<file path="src/rtl/s2p_pkg.sv">
package s2p_pkg;
  typedef enum logic [1:0] {
    MODE_ALL_ON  = 2'b00,
    MODE_ALL_OFF = 2'b01,
    MODE_INVERT  = 2'b10,
    MODE_PASS    = 2'b11
  } mode_t;

  function automatic mode_t mode_of(input logic show, input logic pol);
    return mode_t'({show, pol});
  endfunction
endpackage

</file>
<file path="src/rtl/s2p_sync.sv">
module s2p_sync #(
  parameter int WIDTH  = 1,
  parameter int STAGES = 2
) (
  input  logic             clk,
  input  logic             rst,
  input  logic [WIDTH-1:0] d,
  output logic [WIDTH-1:0] q
);
  logic [STAGES-1:0][WIDTH-1:0] pipe;

  genvar s;
  generate
    for (s = 0; s < STAGES; s++) begin : g_stage
      if (s == 0) begin : g_first
        always_ff @(posedge clk) begin
          if (rst) pipe[s] <= '0;
          else     pipe[s] <= d;
        end
      end else begin : g_rest
        always_ff @(posedge clk) begin
          if (rst) pipe[s] <= '0;
          else     pipe[s] <= pipe[s-1];
        end
      end
    end
  endgenerate

  assign q = pipe[STAGES-1];
endmodule

</file>
<file path="src/rtl/s2p_shift.sv">
module s2p_shift #(
  parameter int N = 32
) (
  input  logic         clk,
  input  logic         rst,
  input  logic         step,
  input  logic         din,
  output logic [N-1:0] stages
);
  always_ff @(posedge clk) begin
    if (rst)       stages <= '0;
    else if (step) stages <= {stages[N-2:0], din};
  end

  // one stage per detected falling edge, nothing otherwise
  assert_shift_moves_R1: assert property (@(posedge clk) disable iff (rst)
    step |=> (stages[0] == $past(din)) && (stages[N-1:1] == $past(stages[N-2:0])));
  assert_shift_idle_R1: assert property (@(posedge clk) disable iff (rst)
    !step |=> $stable(stages));
endmodule

</file>
<file path="src/rtl/s2p_hold.sv">
module s2p_hold #(
  parameter int N = 32
) (
  input  logic         clk,
  input  logic         rst,
  input  logic         open,
  input  logic [N-1:0] d,
  output logic [N-1:0] q
);
  always_ff @(posedge clk) begin
    if (rst)       q <= '0;
    else if (open) q <= d;
  end

  assert_latch_follows_R3: assert property (@(posedge clk) disable iff (rst)
    open |=> q == $past(d));
  assert_latch_holds_R4: assert property (@(posedge clk) disable iff (rst)
    !open |=> $stable(q));
endmodule

</file>
<file path="src/rtl/s2p_drive.sv">
module s2p_drive
  import s2p_pkg::*;
#(
  parameter int N       = 32,
  parameter bit REVERSE = 1'b0
) (
  input  logic         clk,
  input  logic         rst,
  input  logic         show,
  input  logic         pol,
  input  logic [N-1:0] latch_q,
  output logic [N-1:0] drv_out
);
  mode_t       mode;
  logic [N-1:0] mapped;
  logic [N-1:0] nxt;

  genvar j;
  generate
    if (REVERSE) begin : g_rev
      for (j = 0; j < N; j++) begin : g_bit
        assign mapped[j] = latch_q[N-1-j];
      end
    end else begin : g_fwd
      assign mapped = latch_q;
    end
  endgenerate

  assign mode = mode_of(show, pol);

  always_comb begin
    case (mode)
      MODE_ALL_ON:  nxt = '1;
      MODE_ALL_OFF: nxt = '0;
      MODE_INVERT:  nxt = ~mapped;
      default:      nxt = mapped;
    endcase
  end

  always_ff @(posedge clk) begin
    if (rst) drv_out <= '0;
    else     drv_out <= nxt;
  end

  assert_all_on_R5: assert property (@(posedge clk) disable iff (rst)
    (!show && !pol) |=> drv_out == '1);
  assert_all_off_R6: assert property (@(posedge clk) disable iff (rst)
    (!show && pol) |=> drv_out == '0);
  assert_invert_R7: assert property (@(posedge clk) disable iff (rst)
    (show && !pol) |=> drv_out == ~$past(latch_q[N-1] ? mapped : mapped));
endmodule

</file>
<file path="src/rtl/s2p_driver.sv">
module s2p_driver #(
  parameter int CHANNELS    = 32,
  parameter int SYNC_STAGES = 2,
  parameter bit REVERSE     = 1'b0
) (
  input  logic                clk,
  input  logic                rst,
  input  logic                sclk,
  input  logic                sdin,
  input  logic                le,
  input  logic                show,
  input  logic                pol,
  output logic                sdout,
  output logic [CHANNELS-1:0] drv_out
);
  localparam int SYNC_W = 3;

  logic [SYNC_W-1:0]   sync_q;
  logic                sclk_s, sdin_s, le_s;
  logic                sclk_prev;
  logic                fall;
  logic [CHANNELS-1:0] chain;
  logic [CHANNELS-1:0] latched;

  s2p_sync #(.WIDTH(SYNC_W), .STAGES(SYNC_STAGES)) u_sync (
    .clk (clk),
    .rst (rst),
    .d   ({sclk, sdin, le}),
    .q   (sync_q)
  );
  assign {sclk_s, sdin_s, le_s} = sync_q;

  always_ff @(posedge clk) begin
    if (rst) sclk_prev <= 1'b0;
    else     sclk_prev <= sclk_s;
  end
  assign fall = sclk_prev & ~sclk_s;

  s2p_shift #(.N(CHANNELS)) u_shift (
    .clk    (clk),
    .rst    (rst),
    .step   (fall),
    .din    (sdin_s),
    .stages (chain)
  );

  s2p_hold #(.N(CHANNELS)) u_hold (
    .clk  (clk),
    .rst  (rst),
    .open (le_s),
    .d    (chain),
    .q    (latched)
  );

  s2p_drive #(.N(CHANNELS), .REVERSE(REVERSE)) u_drive (
    .clk     (clk),
    .rst     (rst),
    .show    (show),
    .pol     (pol),
    .latch_q (latched),
    .drv_out (drv_out)
  );

  assign sdout = chain[CHANNELS-1];

  // a rising shift clock never moves the cascade output
  assert_cascade_rise_R2: assert property (@(posedge clk) disable iff (rst)
    (sclk_s && !sclk_prev) |=> $stable(sdout));
endmodule

</file>
<file path="config.mk">
export PLATFORM = sky130hd
export DESIGN_NAME = s2p_driver
export DESIGN_NICKNAME = d
export VERILOG_FILES = /design/src/rtl/s2p_pkg.sv /design/src/rtl/s2p_sync.sv /design/src/rtl/s2p_shift.sv /design/src/rtl/s2p_hold.sv /design/src/rtl/s2p_drive.sv /design/src/rtl/s2p_driver.sv
export SDC_FILE = /design/constraint.sdc
export NUM_CORES = 1
export LEC_CHECK = 0
export ABC_CLOCK_PERIOD_IN_PS = 1150
export BUFFER_PORTS_ARGS = -buffer_cell sky130_fd_sc_hd__buf_2
export CAP_MARGIN = 25
export CORE_UTILIZATION = 57
export CTS_BUF_LIST = sky130_fd_sc_hd__clkbuf_16
export CTS_CLUSTER_SIZE = 28
export DETAILED_ROUTE_END_ITERATION = 16
export PLACE_DENSITY = 0.78
export SLEW_MARGIN = 15
export SYNTH_ARGS = -nofsm -noshare
export SYNTH_HDL_FRONTEND = slang
export SYNTH_SLANG_ARGS = --single-unit
</file>
<file path="constraint.sdc">
create_clock -name clk -period 1.15 [get_ports clk]
set_input_delay 0.115 -clock clk [delete_from_list [all_inputs] [get_ports clk]]
set_output_delay 0.115 -clock clk [all_outputs]
set_load 0.01 [all_outputs]
</file>
== After elaboration in Yosys (flattened, before gate mapping) ==
Cells that the tools add are included.

* Eq/ne operators: 2
* Mux-type cells: 1
* Bitwise logic cells: 3
* Reductions and logical operators: 1

{| class="wikitable"
|+ Operators with widths
! operator !! count
|-
| case mux 32 bit (3 select lines) || 1
|-
| inverter 32 bit || 1
|-
| equality test 2 x 1 -> 1 bit (second input constant) || 1
|-
| equality test 2 bit (second input constant) || 1
|-
| zero test 2 bit || 1
|-
| AND 1 bit || 1
|-
| inverter 1 bit || 1
|}

* Register bits after elaboration: 103

== Longest topological paths before layout ==
Gate-level depths: netlist of the first run.

* Depth after elaboration: 2
* Mapped depth: 4
* Mapped depth without buffers: 2

== Cells and area by module ==
From an unflattened synthesis of the first run, not the netlist that was laid out.

* Cell total of the unflattened synthesis: 332
* Area, all modules: 3742.3 µm²

{| class="wikitable"
|+ Modules (own cells, without submodules)
! module !! instances !! cells each !! area each (µm²) !! seq. area each (µm²)
|-
| s2p_drive || 1 || 108 || 1199.9 || 640.6
|-
| s2p_hold || 1 || 103 || 1163.6 || 640.6
|-
| s2p_shift || 1 || 103 || 1163.6 || 640.6
|-
| s2p_sync || 1 || 15 || 180.2 || 120.1
|-
| s2p_driver || 1 || 3 || 35.0 || 20.0
|}

== Least setup slack after synthesis of the first run ==
Ideal clock, no wire load.

* Path kind: register to register
* Start point: register u_sync.pipe (netlist bit u_sync.q[0])
* End point: register u_hold.q[21]
* Library setup time: 0.117 ns
* Data arrival time: 0.846 ns
* Path slack: 0.186 ns
* Cell stages (with the launch flop): 5
* Buffers on the path: 2
* Clock period less this slack: 0.964 ns
* Path through: dfxtp_1 -> buf_2 -> buf_4 -> mux2i_1 -> nor2_1

{| class="wikitable"
|+ RTL lines
! what !! RTL line !! source
|-
| start: declaration || s2p_sync.sv:10 || <nowiki>logic [STAGES-1:0][WIDTH-1:0] pipe;</nowiki>
|-
| start signal: indexed assignment || s2p_sync.sv:23 || <nowiki>else pipe[s] <= pipe[s-1];</nowiki>
|-
| end signal: assignment || s2p_hold.sv:11 || <nowiki>if (rst) q <= '0;</nowiki>
|-
| end signal: assignment || s2p_hold.sv:12 || <nowiki>else if (open) q <= d;</nowiki>
|-
| end: declaration || s2p_hold.sv:8 || <nowiki>output logic [N-1:0] q</nowiki>
|}

== Worst setup path after layout of the first run ==
* Start point: register sclk_prev
* End point: register u_shift.stages[24]

* Word-level cells in the longest chain between the ends: 1

{| class="wikitable"
|+ Ends and longest elaborated chain
! what !! RTL line !! source
|-
| start: declaration || s2p_driver.sv:20 || <nowiki>logic sclk_prev;</nowiki>
|-
| start signal: assignment || s2p_driver.sv:35 || <nowiki>else sclk_prev <= sclk_s;</nowiki>
|-
| AND 1 bit || s2p_driver.sv:37 || <nowiki>assign fall = sclk_prev & ~sclk_s;</nowiki>
|-
| end signal: assignment || s2p_shift.sv:12 || <nowiki>else if (step) stages <= {stages[N-2:0], din};</nowiki>
|-
| end: declaration || s2p_shift.sv:8 || <nowiki>output logic [N-1:0] stages</nowiki>
|}

No other way between the ends.
A chain may end at the register's enable or synchronous reset.

==> run metrics, run 1 <==
fin. max-slew vios 0; met3 Use GR 4.67%; grt ovf 0; ranking of synthesized cells by area dfxtp_1 55%, mux2i_1 25%, nand2b_1 5.4%; residual DRC count 2; CTS Buffer Depth 2; clock root buffer clkbuf_16; total power 6580 uW; vias in the first global route approximately 2.2k; CP Cell Sequence nor2b_4, buf_12, mux2i_1; clk_lat worst skew 0.33 ns; Fin. Hold Viols 0; # Post-CTS Setup Buffers 0; post-synthesis sequential area ratio roughly 55%; YS warnings 0; crit path launch type flip-flop; fin cells 447; RSZ-0062 raised after global routing false; multi-input logic area between 0.001 and 0.0015 sq mm; failing checks DRC; gr usage total between 15 and 20%; largest area contributor in the netlist dfxtp_1; # setup viols final 0; CP peak stage delay 0.32 ns; Die Span X 83.0 um; number of port buffers 39; crit path capture u_shift.stages[24]; Worst-path clk slew 0.06 ns; H-tree depth 3; Post-synth EDFFs 0; period utilization 86.1%; leakage dissipation 0.00182 uW; area taken by flip-flops and latches 0.00206 sq mm; # diodes 0; ys async rst share 0%; Worst slew margin about three quarters; CTS Buf Count 9; Detail Placement HPWL 3390 um; post-route setup TNS 0 ns; CTS tree yes; routed wire length 5710 um; vias 2,245; Data arrival, critical path 1.25 ns; Netlist Area Pre-Place 0.00374 sq mm; Max Cap Viol 0; M2 GR Usage between 30% and 40%; DR pass1 iterations 10; met1 GRT Util 20.6%; Worst-Margin Slew 0.346 ns; fin util 66.7%; Worst path slowest cell dfxtp_1; Post-CTS Resized 0; Min Hold Slack 0.0288 ns; Worst Skew 0.00457 ns; DRT antenna net count 0; Via density roughly 5.0; Top FF cell, synth dfxtp_1; post-synthesis net count 339; CP Class flip-flop to flip-flop; most numerous cell in the Yosys netlist dfxtp_1; Die H roughly 83 um; outcome finished with violations; DIE AREA between 0.006 and 0.007 sq mm; Netlist cell types 14; crit path max fanout 17; Cells after Synth 332; Starting DRT DRC Count 64; Post-CTS Hold Fix Bufs 2; Setup crit end kind flip-flop; Max Clk Rate ~1000 MHz; core region area between 0.006 and 0.007 sq mm; largest net degree at the start of global routing 73; Synth top cells by count 103 x dfxtp_1, 95 x mux2i_1, 32 x nand2_1, 32 x nand2b_1, 32 x nor2_1; Ports 40; grt peak-use layer met2; first-pass GRT wire length roughly 9700 um; nets@finish 373; Initial Utilization between 50% and 60%; initial antenna violation count 0; CTS sink count a little over 100; Pwr Density 1550 mW/mm^2; Worst R2R Path Depth 3; DP Cell Count 430; Layout area overhead 13.3%; fill count 492; Crit. Startpoint sclk_prev; r2r endpoint u_shift.stages[24]; top cell type's share of synthesized area between 50% and 60%; RR Startpoint sclk_prev; Rows 29; crit path time final between 0.9 and 1 ns; Hold WC Path Type primary input to flip-flop; share of layout cells above drive strength 1 between 15 and 20%; gpl congestion 0.706; Critical Path RT 1.41 ns; r2r setup slk between 0.15 and 0.2 ns; Avg Cell Area, Syn about 11 sq um; #FFs+latches synth 103; Max VDD drop 0.00126 V; DR WL/cell 12.8 um
-- cell usage in the layout, fill, tap and decap left out, drive strengths merged --
| cell | count |
|---|---|
| dfxtp | 103 |
| mux2i | 95 |
| buf | 47 |
| nand2b | 33 |
| nor2 | 32 |
| nand2 | 32 |
| clkbuf | 9 |
| nor2b | 8 |
| inv | 3 |
| clkinv | 3 |
| dlygate4sd3 | 2 |
| nand4bb | 1 |
| o21ai | 1 |
| or2 | 1 |
-- report_power, final --
part / internal, uW / total [uW] / switching (uW)
clock: 1410 / 2570 / 1160
sequential: 3640 / 3660 / 16.6
combinational: 159 / 352 / 193
-- worst max-delay path: cells and delay by family (launching register included) --
kind / cells / cell delay (ns)
DFF: 1 / 0.32
muxes: 1 / 0.20
buffers and inverters: 1 / 0.19
and+or+nand+nor: 1 / 0.20
-- per-layer routing --
layer	wire, um	part of all wire, %
met5	0	0
met2	2690	47
met4	111	1.9
met1	2720	48
met3	187	3.3
-- area by class of cell --
class,count,share of cell area (%)
tap,77,2.27
clock inverter,6,0.531
clock buffer,9,5.31
sequential,103,48.7
multi-input combinational,203,34.9
timing repair buffer,49,8.27
-- registers in the layout (all words and copies together) (netlist names) --
register / count
u_sync.q: 3
u_drive.drv_out: 32
sclk_prev: 1
u_hold.q: 32
u_shift.stages: 32
u_sync.pipe: 3
-- metrics by stage --
stage | setup WS, ns | instance area [sq um]
3_3_place_gp | 0.204 | 3970
5_1_grt | 0.0696 | 4240
3_5_place_dp | 0.158 | 3970
6_report | 0.160 | 4240
2_1_floorplan | 0.186 | 3740
4_1_cts | 0.140 | 4240
-- worst min-delay path by stage --
stage,from,end,cells after the start
final,sdin,u_sync.pipe[1],2
after global routing,sdin,u_sync.pipe[1],2
after CTS,sdin,u_sync.pipe[1],2
after detailed placement,sclk,u_sync.pipe[2],2
after global placement,le,u_sync.pipe[0],2
after floorplan,le,u_sync.pipe[0],1
-- logic make-up (layout without fill, tap and decap cells) --
logic type	Yosys count	after routing	share of synthesized area, %
compound gates	1	1	0.134
buf+inv	26	64	5.52
flops	103	103	55.1
mux	95	95	25.4
simple gates	107	107	13.8
No activity file was read; power rests on OpenSTA's default activity.
==> run 2, diff against run 1 <==
MAX_ROUTING_LAYER = met4   (was unset)
==> run 2 against run 1 <==
  * The flow still finishes with violations (DRC)
  * Worst hold slack is the same
  * Clock skew stayed put
  * Maximum frequency about the same
  * Worst setup slack is essentially flat
  * Sequential share of layout area unchanged
  * Sequential cell count stayed put
  * Critical path type unchanged
==> run metrics, run 2 (synthesized netlist as in run 1, its figures left out) <==
outcome finished with violations; failing checks DRC; Via density 5.02; fin. max-slew vios 0; Largest regs u_drive.drv_out x32, u_hold.q x32, u_shift.stages x32; share of layout cells above drive strength 1 15.9%; vias 2,245; Place WS 0.158 ns; area taken by flip-flops and latches 0.00206 sq mm; sw frac 20.9%; commonest non-fill, non-tap cell in the layout dfxtp_1; DR pass1 iterations 10; clk_lat worst skew 0.33 ns; crit path launch type flip-flop; combinational share of power 5.4%; Data arrival, critical path roughly 1.3 ns; Critical Path RT 1.41 ns; Ports 40; H-tree depth 3; CTS sink count 103; internal power 5210 uW; DIE AREA 0.00689 sq mm; M2 GR Usage 30.1%; met3 Use GR 4.57%; Clock power frac 39.1%; CTS Buf Count 9; first-pass GRT wire length 9730 um; P_sw 1370 uW; commonest cells after routing, fill and taps aside 102 x dfxtp_1, 95 x mux2i_1, 39 x buf_2; Layout area overhead 13.3%; leakage dissipation ~0.0018 uW; number of port buffers 39; # diodes 0; # setup viols final 0; Max Cap Viol 0; Starting DRT DRC Count 64; DR WL/cell 12.8 um; Die Span X 83.0 um; fin util 66.7%; initial antenna violation count 0; CP Class flip-flop to flip-flop; Fin. Hold Viols 0; DRT antenna net count 0; gr usage total 18.1%; crit path time final 0.990 ns; Min Hold Slack 0.0288 ns; clock root buffer clkbuf_16; Flop pwr share 55.6%; fill count 492; CTS Buffer Depth 2; nets@finish 373; # Post-CTS Setup Buffers 0; Setup WS post-layout 0.160 ns; grt peak-use layer met2; grt ovf 0; largest net degree at the start of global routing 73; CP Cell Sequence nor2b_4, buf_12, mux2i_1; Worst-Margin Slew about 0.35 ns; total power 6580 uW; routed wire length 5710 um; Worst slew margin 76.9%; crit path max fanout 17; gpl congestion between 0.7 and 0.8; Max Clk Rate 1010 MHz; vias in the first global route 2,175; CTS tree yes; core region area 0.00635 sq mm; period utilization 86.1%; RSZ-0062 raised after global routing false; CP peak stage delay ~0.32 ns; multi-input logic area 0.00148 sq mm; Detail Placement HPWL roughly 3400 um; Hold WC Path Type primary input to flip-flop; Initial Utilization 58.9%; Max VDD drop 0.00126 V; post-route setup TNS 0 ns; Pwr Density between 1500 and 2000 mW/mm^2; residual DRC count 2; met1 GRT Util 20.7%; Setup crit end kind flip-flop; Rows 29; Die H 83.0 um; Worst-path clk slew about 0.060 ns; Worst path slowest cell dfxtp_1; Worst Skew 0.00457 ns
[run 2: routing by layer]
layer / share of wire, % / up-vias
met4: 1.9 / 0
met1: 48 / 1044
met2: 47 / 36
met5: 0 / -
li1: - / 1153
met3: 3.2 / 12
[run 2: power by group through the flow]
stage	Combinational, uW	Sequential (uW)	Clock [uW]
6_report	352	3660	2570
4_1_cts	358	3660	2620
3_3_place_gp	346	3730	0
2_1_floorplan	217	3770	0
3_5_place_dp	351	3740	0
5_1_grt	377	3660	2770
[run 2: final cells by class]
class                      count  area share, %
clock buffer                   9           5.31
sequential                   103           48.7
tap                           77           2.27
timing repair buffer          49           8.27
multi-input combinational    203           34.9
clock inverter                 6          0.531
[run 2: critical path: cells and delay by family (launching register included)]
family / cells / cell delay [ns]
AND/OR/NAND/NOR: 1 / 0.20
buffers and inverters: 1 / 0.19
multiplexers: 1 / 0.20
flip-flops: 1 / 0.32
[run 2: timing repair]
| item | 4_1_cts | 5_1_grt |
|---|---|---|
| resized for setup | 0 | 0 |
| hold buffers | 2 | 0 |
| hold endpoints to repair | 2 | 0 |
[run 2: final timing paths]
path	depth (start not counted)	slack, ns	end	from
max	3	0.16	u_shift.stages[24]	sclk_prev
min	2	0.03	u_sync.pipe[1]	sdin
max reg2reg	3	0.16	u_shift.stages[24]	sclk_prev
min reg2reg	1	0.44	u_sync.q[0]	u_sync.pipe[0]
[run 2: stage by stage]
stage / area [sq um] / instances
2_1_floorplan: 3740 / 332
3_3_place_gp: 3970 / 430
3_5_place_dp: 3970 / 430
4_1_cts: 4240 / 447
5_1_grt: 4240 / 447
6_report: 4240 / 447
